### config.mk
export PLATFORM = sky130hd
export DESIGN_NAME = sleep_wake_ctrl
export DESIGN_NICKNAME = d
export VERILOG_FILES = /design/src/rtl/slp_pkg.sv /design/src/rtl/slp_wake_detect.sv /design/src/rtl/slp_status_regs.sv /design/src/rtl/slp_vector_track.sv /design/src/rtl/sleep_wake_ctrl.sv
export SDC_FILE = /design/constraint.sdc
export NUM_CORES = 1
export LEC_CHECK = 0
export ABC_AREA = 1
export BUFFER_PORTS_ARGS = -buffer_cell sky130_fd_sc_hd__buf_2
export CORE_AREA = 4 4 41 43
export DETAILED_ROUTE_END_ITERATION = 6
export DIE_AREA = 0 0 45 47
export GPL_ROUTABILITY_DRIVEN = 0
export SLEW_MARGIN = 40
export SYNTH_ARGS = -nofsm -noshare
export SYNTH_HDL_FRONTEND = slang
export SYNTH_SLANG_ARGS = --single-unit
### constraint.sdc
create_clock -name clk -period 1.29 [get_ports clk]
set_clock_uncertainty 0.05 [all_clocks]
set_input_delay 0.0645 -clock clk [delete_from_list [all_inputs] [get_ports clk]]
set_output_delay 0.0645 -clock clk [all_outputs]
set_load 0.1 [all_outputs]
### src/rtl/slp_pkg.sv
package slp_pkg;
   typedef enum logic [1:0] {
      ST_RUN   = 2'd0,
      ST_SLEEP = 2'd1,
      ST_WAKE  = 2'd2
   } slp_state_t;
endpackage

### src/rtl/slp_wake_detect.sv
module slp_wake_detect #(
   parameter int NUM_SRC = 4
) (
   input  logic [NUM_SRC-1:0] flag,
   input  logic [NUM_SRC-1:0] en,
   output logic               pend_any
);
   localparam int LAST = NUM_SRC - 1;

   logic [LAST:0] hit;

   if (NUM_SRC < 1 || NUM_SRC > 32) begin : g_bad_cfg
      $error("slp_wake_detect: NUM_SRC must be within 1..32");
   end

   for (genvar i = 0; i < NUM_SRC; i++) begin : g_src
      assign hit[i] = flag[i] & en[i];
   end

   assign pend_any = |hit;
endmodule

### src/rtl/slp_status_regs.sv
module slp_status_regs (
   input  logic clk,
   input  logic rst_n,
   input  logic ext_rst,
   input  logic sleep_exec,
   input  logic wdt_wake,
   output logic stat_pd,
   output logic stat_to
);
   always_ff @(posedge clk or negedge rst_n) begin
      if (!rst_n) begin
         stat_pd <= 1'b1;
         stat_to <= 1'b1;
      end else if (ext_rst) begin
         stat_pd <= 1'b1;
         stat_to <= 1'b1;
      end else if (sleep_exec) begin
         stat_pd <= 1'b0;
         stat_to <= 1'b1;
      end else if (wdt_wake) begin
         stat_to <= 1'b0;
      end
   end

   // a watchdog wake drops the time-out bit
   p_to_clear_r6: assert property (@(posedge clk) disable iff (!rst_n)
      (wdt_wake && !ext_rst) |=> !stat_to);
   // an executed sleep clears power-down and sets time-out
   p_pd_clear_r2: assert property (@(posedge clk) disable iff (!rst_n)
      (sleep_exec && !ext_rst) |=> (!stat_pd && stat_to));
endmodule

### src/rtl/slp_vector_track.sv
module slp_vector_track (
   input  logic clk,
   input  logic rst_n,
   input  logic ext_rst,
   input  logic wake_evt,
   input  logic irq_wake,
   input  logic gie,
   input  logic running,
   input  logic step_done,
   output logic vector_req
);
   logic vec_pend;

   always_ff @(posedge clk or negedge rst_n) begin
      if (!rst_n) begin
         vec_pend   <= 1'b0;
         vector_req <= 1'b0;
      end else if (ext_rst) begin
         vec_pend   <= 1'b0;
         vector_req <= 1'b0;
      end else begin
         vector_req <= 1'b0;
         if (wake_evt) begin
            vec_pend <= gie & irq_wake;
         end else if (vec_pend && running && step_done) begin
            vec_pend   <= 1'b0;
            vector_req <= 1'b1;
         end
      end
   end

   // the vector request is a single-cycle pulse
   p_vec_pulse_r8: assert property (@(posedge clk) disable iff (!rst_n)
      vector_req |=> !vector_req);
   // a wake with the global enable clear never leads to a vector
   p_no_vec_r7: assert property (@(posedge clk) disable iff (!rst_n)
      (wake_evt && !gie && !ext_rst) |=> !vec_pend);
endmodule

### src/rtl/sleep_wake_ctrl.sv
module sleep_wake_ctrl
   import slp_pkg::*;
#(
   parameter int NUM_SRC = 4
) (
   input  logic               clk,
   input  logic               rst_n,
   input  logic               ext_rst_req,
   input  logic               sleep_stb,
   input  logic               clrwdt_stb,
   input  logic [NUM_SRC-1:0] irq_flag,
   input  logic [NUM_SRC-1:0] irq_en,
   input  logic               gie,
   input  logic               wdt_timeout,
   input  logic               step_done,
   output logic               osc_en,
   output logic               wdt_clr,
   output logic               stat_pd,
   output logic               stat_to,
   output logic               resume_stb,
   output logic               vector_req
);
   slp_state_t state, state_nx;
   logic       pend_any;
   logic       in_run;
   logic       sleep_exec;
   logic       wake_evt;
   logic       wdt_wake;

   slp_wake_detect #(.NUM_SRC(NUM_SRC)) u_detect (
      .flag     (irq_flag),
      .en       (irq_en),
      .pend_any (pend_any)
   );

   assign in_run     = (state == ST_RUN);
   assign sleep_exec = in_run && sleep_stb && !pend_any && !ext_rst_req;
   assign wake_evt   = (state == ST_SLEEP) && (pend_any || wdt_timeout) && !ext_rst_req;
   assign wdt_wake   = wake_evt && wdt_timeout;

   always_comb begin
      state_nx = state;
      unique case (state)
         ST_RUN:   if (sleep_exec) state_nx = ST_SLEEP;
         ST_SLEEP: if (wake_evt)   state_nx = ST_WAKE;
         ST_WAKE:  state_nx = ST_RUN;
         default:  state_nx = ST_RUN;
      endcase
   end

   always_ff @(posedge clk or negedge rst_n) begin
      if (!rst_n) begin
         state   <= ST_RUN;
         wdt_clr <= 1'b0;
      end else if (ext_rst_req) begin
         state   <= ST_RUN;
         wdt_clr <= 1'b0;
      end else begin
         state   <= state_nx;
         wdt_clr <= in_run && (clrwdt_stb || sleep_exec);
      end
   end

   assign osc_en     = (state != ST_SLEEP);
   assign resume_stb = (state == ST_WAKE);

   slp_status_regs u_status (
      .clk        (clk),
      .rst_n      (rst_n),
      .ext_rst    (ext_rst_req),
      .sleep_exec (sleep_exec),
      .wdt_wake   (wdt_wake),
      .stat_pd    (stat_pd),
      .stat_to    (stat_to)
   );

   slp_vector_track u_vector (
      .clk        (clk),
      .rst_n      (rst_n),
      .ext_rst    (ext_rst_req),
      .wake_evt   (wake_evt),
      .irq_wake   (pend_any),
      .gie        (gie),
      .running    (in_run),
      .step_done  (step_done),
      .vector_req (vector_req)
   );

   // executed sleep stops the clock and clears the watchdog
   p_sleep_exec_r2: assert property (@(posedge clk) disable iff (!rst_n)
      (in_run && sleep_stb && !pend_any && !ext_rst_req) |=> (!osc_en && wdt_clr));
   // a pending enabled interrupt makes the sleep a no-op
   p_sleep_noop_r3: assert property (@(posedge clk) disable iff (!rst_n)
      (in_run && sleep_stb && pend_any && !ext_rst_req && !clrwdt_stb)
         |=> (osc_en && !wdt_clr && $stable(stat_pd) && $stable(stat_to)));
   // wake event restores the clock with a resume pulse
   p_wake_osc_r5: assert property (@(posedge clk) disable iff (!rst_n)
      wake_evt |=> (osc_en && resume_stb));
   p_resume_once_r5: assert property (@(posedge clk) disable iff (!rst_n)
      resume_stb |=> !resume_stb);
   // external reset restores the power-up state
   p_ext_reset_r9: assert property (@(posedge clk) disable iff (!rst_n)
      ext_rst_req |=> (osc_en && stat_pd && stat_to && !resume_stb));
   // sleep strobe while asleep does not resume the clock
   p_sleep_ignored_r11: assert property (@(posedge clk) disable iff (!rst_n)
      (!osc_en && !pend_any && !wdt_timeout && !ext_rst_req) |=> !osc_en);
endmodule

After elaboration in Yosys (flattened, before gate mapping)
Index checks and enable logic that the tools add are counted.

Equal/unequal tests: 5. Multiplexer cells: 16. Bitwise logic cells: 5. Reduce and logical (&&, ||, !) cells: 19.

Operator list (count): $mux 1 (12); $logic_and 1x1->1 (9); $mux 2 (3); $reduce_bool 3->1 (2); $and 1x1->1 (5); $pmux 2 s2 (1); $reduce_or 4->1 (1); $ne 3x2->1 const B (1); $ne 3x3->1 const B (1); $eq 2x1->1 const B (1); $eq 2x2->1 const B (1); $logic_not 1->1 (2); $logic_not 2->1 (1); $logic_or 1x1->1 (2); $ne 2x1->1 const B (1); $reduce_and 2->1 (1); $reduce_bool 2->1 (1).

Register bits: 7. Word-level logic and storage cells: 51.

Logic depth before layout (Yosys ltp)
Gate-level depths: netlist (run 1).

Depth in word-level cells: 9. Gate-level depth with buffers: 7.

Hierarchy
Synthesis (run 1) repeated with hierarchy kept, for this count alone.

Cell total of the unflattened synthesis: 56. Area, all modules: 376.6 um^2.

By module, submodules not included: sleep_wake_ctrl (times used 1, cells each 24, area each 165.2 um^2, sequential area each 75.1 um^2); slp_vector_track (times used 1, cells each 13, area each 95.1 um^2, sequential area each 50.0 um^2); slp_status_regs (times used 1, cells each 10, area each 82.6 um^2, sequential area each 52.6 um^2); slp_wake_detect (times used 1, cells each 9, area each 33.8 um^2, sequential area each 0.0 um^2).

Least setup slack after synthesis (run 1)
No wires, ideal clock.

Path kind: register to output. Start point: reg state[0]. End point: out resume_stb. Data arrival time: 1.670 ns. Required time: 1.176 ns. Setup slack: -0.494 ns. Stages on the path, launching flop included: 2. Buffers on the path: 0. Cells stage by stage: dfrtp_1 > nor2_1.

Word-level cells in the longest chain between the ends: 1.

RTL lines: start, declared (RTL line sleep_wake_ctrl.sv:23) `slp_state_t state, state_nx;`; start signal, assigned (RTL line sleep_wake_ctrl.sv:59) `state <= state_nx;`; $eq 2x2->1 (RTL line sleep_wake_ctrl.sv:65) `assign resume_stb = (state == ST_WAKE);`; end, declared (RTL line sleep_wake_ctrl.sv:20) `output logic resume_stb,`.

Every way passes these cells.

Final worst setup path (run 1)
Start point: reg state[1]. End point: out osc_en.

Word-level cells in the longest chain between the ends: 1.

RTL lines: $ne 2x1->1 (RTL line sleep_wake_ctrl.sv:64) `assign osc_en = (state != ST_SLEEP);`; end, declared (RTL line sleep_wake_ctrl.sv:16) `output logic osc_en,`.

Every way passes these cells.

==> impl_metrics.json, run 1 <==
{
  "track_usage_pct": 10.3,
  "diodes": 0,
  "grt_pass1_vias": 362,
  "overflow": 0,
  "start_util_pct": 26.4,
  "portBuffers": 21,
  "crit_slowest_cell": "dfrtp_1",
  "fmax_mhz": 857,
  "start_kind": "register",
  "nets": 90,
  "dpl_worst_slack_ns": 0.199,
  "clk_pin_slew_ns": 0.05,
  "ys_seq_elements": 7,
  "worst_pin_slew_ns": 0.485,
  "syn_inst": 44,
  "endpoint_kind": "output port",
  "fillCellCount": 151,
  "synth_area_per_cell_um2": 7.82,
  "crit_type": "reg -> out",
  "rows": 13,
  "hold_class": "in -> reg",
  "grt_max_degree": 8,
  "p_leak_nw": 0.329,
  "drc": 0,
  "fin_cells": 88,
  "p_per_area_mw_per_mm2": 984,
  "pin_count": 22,
  "timing.final.crit_period_ns": 1.17,
  "synth_nets": 60,
  "die_h_um": 47,
  "period_share_pct": 90.5,
  "clkLatencyLatePin_ns": 0.25,
  "crit_fanout": 3,
  "path_cells": "inv_1, nand2_1, buf_12",
  "slowest_delay_ns": 0.39,
  "setup_ws_ns": 0.123,
  "clockBufferDepth": 2,
  "ir_drop_mv": 0.443,
  "die_w_um": 45,
  "numCtsBuffers": 3,
  "stdcell_area_um2": 602,
  "place_area_um2": 536,
  "reg2reg_slack_ns": 0.19,
  "vias_per_cell": 4.15,
  "cp.arrival_ns": 1.05,
  "ys_warn_count": 0,
  "wire_per_inst_um": 9.74,
  "status": "finished clean",
  "cts_root_buffer": "clkbuf_4",
  "die_area_mm2": 0.00212,
  "cp_top_family": "flip-flops",
  "wl_um": 857,
  "drv_cap": 0,
  "yosysSeqAreaShare_pct": 51.6,
  "drt-initial-drc-count": 5,
  "htree_levels": 1,
  "drive_gt1_share_pct": 42.5,
  "antenna_found_initial": 0,
  "core_area_mm2": 0.00130,
  "firstDrtPassIters": 2,
  "placed_cells": 80,
  "route.vias.total": 365,
  "finalHoldViolCount": 0,
  "crit_buf_inv": 2,
  "final_max_slew_viol_count": 0,
  "synth_area_um2": 344,
  "synth_cell_types": 13,
  "maxSlewHeadroom_pct": 67.9,
  "setup_tns_ns": 0,
  "clkSinkCount": 7,
  "grt_pass1_wl_mm": 1.46,
  "tritoncts": "yes",
  "required_ns": 1.18,
  "final-setup-viol-count": 0,
  "rsz0062_at_grt": "false",
  "ant_nets": 0,
  "area_growth_pct": 74.9
}
-- where the power goes --
group	internal, mW	switching [mW]	total (mW)
registers	0.230	0.00705	0.237
clock network	0.118	0.0795	0.197
logic	0.0579	0.0995	0.157
-- cells in the final DEF, fill, tap and decap left out --
cell type	Yosys	routed
inv_2	0	1
nand3_1	4	4
nor2_4	1	2
a21oi_1	1	1
inv_1	5	4
nand2_1	16	16
clkbuf_1	0	1
dfstp_2	2	2
buf_12	0	4
nor4_1	1	1
o21ai_0	1	1
nand2_2	2	2
nand4_1	1	1
buf_2	0	17
a31oi_1	1	1
nor2_1	4	3
clkbuf_4	0	3
dfrtp_1	5	5
dlygate4sd3_1	0	4
-- repair_timing --
action | 4_1_cts | 5_1_grt
buffers inserted | 0 | 0
hold buffers | 4 | 0
resized for setup | 0 | 1
setup endpoints to repair | 0 | 1
endpoints found under the hold margin | 10 | 0
-- synth_stat cells --
cell | n | share of area [%]
a21oi_1 | 1 | 1.5
a31oi_1 | 1 | 1.8
dfrtp_1 | 5 | 36
dfstp_2 | 2 | 15
inv_1 | 5 | 5.5
nand2_1 | 16 | 17
nand2_2 | 2 | 3.6
nand3_1 | 4 | 5.8
nand4_1 | 1 | 1.8
nor2_1 | 4 | 4.4
nor2_4 | 1 | 3.3
nor4_1 | 1 | 1.8
o21ai_0 | 1 | 1.5
-- cell type report --
type | instances | area, um^2 | share of cell area (%)
sequential | 7 | 178 | 29.5
multi-input combinational | 32 | 155 | 25.8
timing repair buffer | 25 | 205 | 34.1
clock buffer | 4 | 26.3 | 4.37
tap | 15 | 18.8 | 3.12
inverter | 5 | 18.8 | 3.12
-- worst paths after layout --
check                      cells past startpoint                   to      start
setup / recovery                               3               osc_en   state[1]
hold / removal                                 3  u_vector.vector_req  step_done
setup reg to reg                               6    u_vector.vec_pend   state[1]
hold reg to reg                                1  u_vector.vector_req   state[1]
max in group asynchronous                      2     u_status.stat_to      rst_n
min in group asynchronous                      2              wdt_clr      rst_n
-- metrics by stage --
step	utilization [%]	hold slack [ns]	power, mW
floorplan	-	-0.281	0.331
global placement	41.2	-0.143	0.388
detailed placement	41.2	-0.142	0.389
CTS	46.3	0.00625	0.603
global route	46.3	0.0238	0.633
finish	46.3	0.0103	0.592
-- kinds of logic (layout without fill, tap and decap cells) --
family | after synthesis | after routing | synth area share, %
and+or+nand+nor | 29 | 29 | 38.2
DFF | 7 | 7 | 51.6
buffers and inverters | 5 | 34 | 5.46
AOI/OAI and AO/OA | 3 | 3 | 4.73
-- tightest hold or removal path: cells and delay by family --
family,cells,cell delay (ns)
simple gates,2,0.10
buf+inv,1,0.11
-- state kept, by name, summed over array words and instances, names as in the netlist --
signal	count
u_status.stat_pd	1
wdt_clr	1
u_vector.vector_req	1
u_vector.vec_pend	1
u_status.stat_to	1
state	2
-- metal layers --
metal  global-route usage, %  part of all wire, %
met5                       0                    0
met4                    8.77                 0.93
met3                    3.45                  9.7
met2                    16.9                   51
met1                    10.7                   39
(Power assumes the default switching activity.)
==> run 2, diff against run 1 <==
--- a/config.mk
+++ b/config.mk
@@ -11,6 +11,7 @@
 export DETAILED_ROUTE_END_ITERATION = 6
 export DIE_AREA = 0 0 45 47
 export GPL_ROUTABILITY_DRIVEN = 0
+export PLACE_DENSITY = 0.52
 export SLEW_MARGIN = 40
 export SYNTH_ARGS = -nofsm -noshare
 export SYNTH_HDL_FRONTEND = slang
==> run 2 against run 1 <==
  * Fmax down 1.6%
  * Setup slack worse by 0.019 ns
  * Sequential share of layout area down 0.72 points
  * Non-clock buffer count up 1
  * Via count up 4.4%
  * Highest routed layer unchanged
  * Register-to-register slack about the same
  * Core utilization up 1.2 points
  * Die area unchanged
  * Design area up 2.5%
==> impl_metrics.json, run 2 (synthesis results as in run 1) <==
{
  "cts_root_buffer": "clkbuf_4",
  "final-setup-viol-count": 0,
  "overflow": 0,
  "wire_per_inst_um": 8.64,
  "drc": 0,
  "clockBufferDepth": 2,
  "area_growth_pct": 79.3,
  "setup_tns_ns": 0,
  "r2r_start": "state[0]",
  "largest_register_ffs": 2,
  "pin_count": 22,
  "antenna_found_initial": 0,
  "die_w_um": 45,
  "rows": 13,
  "post-route-util_pct": 47.4,
  "grt_pass1_wl_mm": 1.27,
  "period_share_pct": 92.0,
  "ant_nets": 0,
  "hold_class": "in -> reg",
  "fillCellCount": 150,
  "rr_endpoint": "u_vector.vec_pend",
  "crit_type": "reg -> out",
  "diodes": 0,
  "crit_fanout": 3,
  "multiInputGateArea_um2": 160,
  "clkSinkCount": 7,
  "drive_gt1_share_pct": 41.9,
  "hpwl_um": 604,
  "firstDrtPassIters": 4,
  "clk_pin_slew_ns": 0.05,
  "final_max_slew_viol_count": 0,
  "endpoint_kind": "output port",
  "die_area_mm2": 0.00212,
  "start_kind": "register",
  "reg2reg_slack_ns": 0.19,
  "place_area_um2": 536,
  "final_common_cell": "buf_2",
  "fmax_mhz": 843,
  "nets": 91,
  "track_usage_pct": 9.00,
  "status": "finished clean",
  "rsz0062_at_grt": "false",
  "cp.arrival_ns": 1.07,
  "vias_per_cell": 4.28,
  "holdWs_ns": 0.0418,
  "numCtsBuffers": 3,
  "p_per_area_mw_per_mm2": 959,
  "worst_pin_slew_ns": 0.486,
  "hold_end": "wdt_clr",
  "finalHoldViolCount": 0,
  "core_area_mm2": 0.00130,
  "holdPathStages": 3,
  "start_util_pct": 26.4,
  "p_leak_nw": 0.335,
  "route.vias.total": 381,
  "portBuffers": 21,
  "timing.final.crit_period_ns": 1.19,
  "ir_drop_mv": 0.424,
  "grt_max_degree": 8,
  "register_area_um2": 178,
  "maxSlewHeadroom_pct": 67.8,
  "drv_cap": 0,
  "tritoncts": "yes",
  "drt-initial-drc-count": 3,
  "regMostFlops": "state",
  "htree_levels": 1,
  "stdcell_area_um2": 617,
  "clkLatencyLatePin_ns": 0.25,
  "wl_um": 769,
  "ff2ff_path_depth": 4,
  "die_h_um": 47,
  "grt_pass1_vias": 336,
  "required_ns": 1.18,
  "final_cell_mix": "17 x buf_2, 16 x nand2_1, 5 x inv_1, 5 x dlygate4sd3_1, 5 x dfrtp_1",
  "cts_setup_buffers": 0,
  "min-delay-start": "sleep_stb"
}
run 2: changes by cell type in the layout (fill, tap and decap cells not counted), sizes merged:
cell	previous run	this run
dlygate4sd3	4	5
run 2: metrics by stage:
step / cells / setup WS (ns) / power, mW
after global routing: 89 / 0.0142 / 0.629
after detailed placement: 80 / 0.200 / 0.389
after global placement: 80 / 0.197 / 0.388
after CTS: 89 / 0.105 / 0.603
after floorplan: 44 / 0.0826 / 0.331
final: 89 / 0.104 / 0.591
run 2: critical path, cell delays in order (launching register included):
cell and delay, ns:
dfrtp_1 0.39, inv_1 0.14, nand2_1 0.11, buf_12 0.18
run 2: timing repair:
action,in CTS,in global routing
hold buffers,5,0
resized for setup,0,2
hold endpoints to repair,10,0
endpoints found under the setup margin,0,2
run 2: cell type report:
type | instances | share of cell area [%]
Timing Repair Buffer | 26 | 34.9
Sequential cell | 7 | 28.8
Multi-Input combinational cell | 32 | 26.0
Clock buffer | 4 | 4.26
Inverter | 5 | 3.04
Tap cell | 15 | 3.04
run 2: worst max-delay path by stage:
| stage | from | to | slack (ns) | depth (start not counted) |
|---|---|---|---|---|
| after floorplan | u_status.stat_to | u_status.stat_to | 0.08 | 2 |
| after global placement | state[1] | u_vector.vec_pend | 0.20 | 6 |
| after detailed placement | state[1] | u_vector.vec_pend | 0.20 | 6 |
| after CTS | state[1] | osc_en | 0.11 | 3 |
| after global routing | ext_rst_req | u_vector.vec_pend | 0.01 | 8 |
| final | state[1] | osc_en | 0.10 | 3 |
run 2: metal layers:
layer | global-route usage [%] | vias to the layer above | routed length, um
li1 | - | 199 | -
met1 | 9.77 | 156 | 312
met3 | 3.07 | 2 | 111
met4 | 10.5 | 0 | 12
met5 | 0 | - | 0
met2 | 12.7 | 24 | 332
run 2: report_power, final:
part	internal, mW	switching, mW
clock network	0.118	0.0773
registers	0.230	0.00705
logic	0.0600	0.0988
total	0.408	0.183
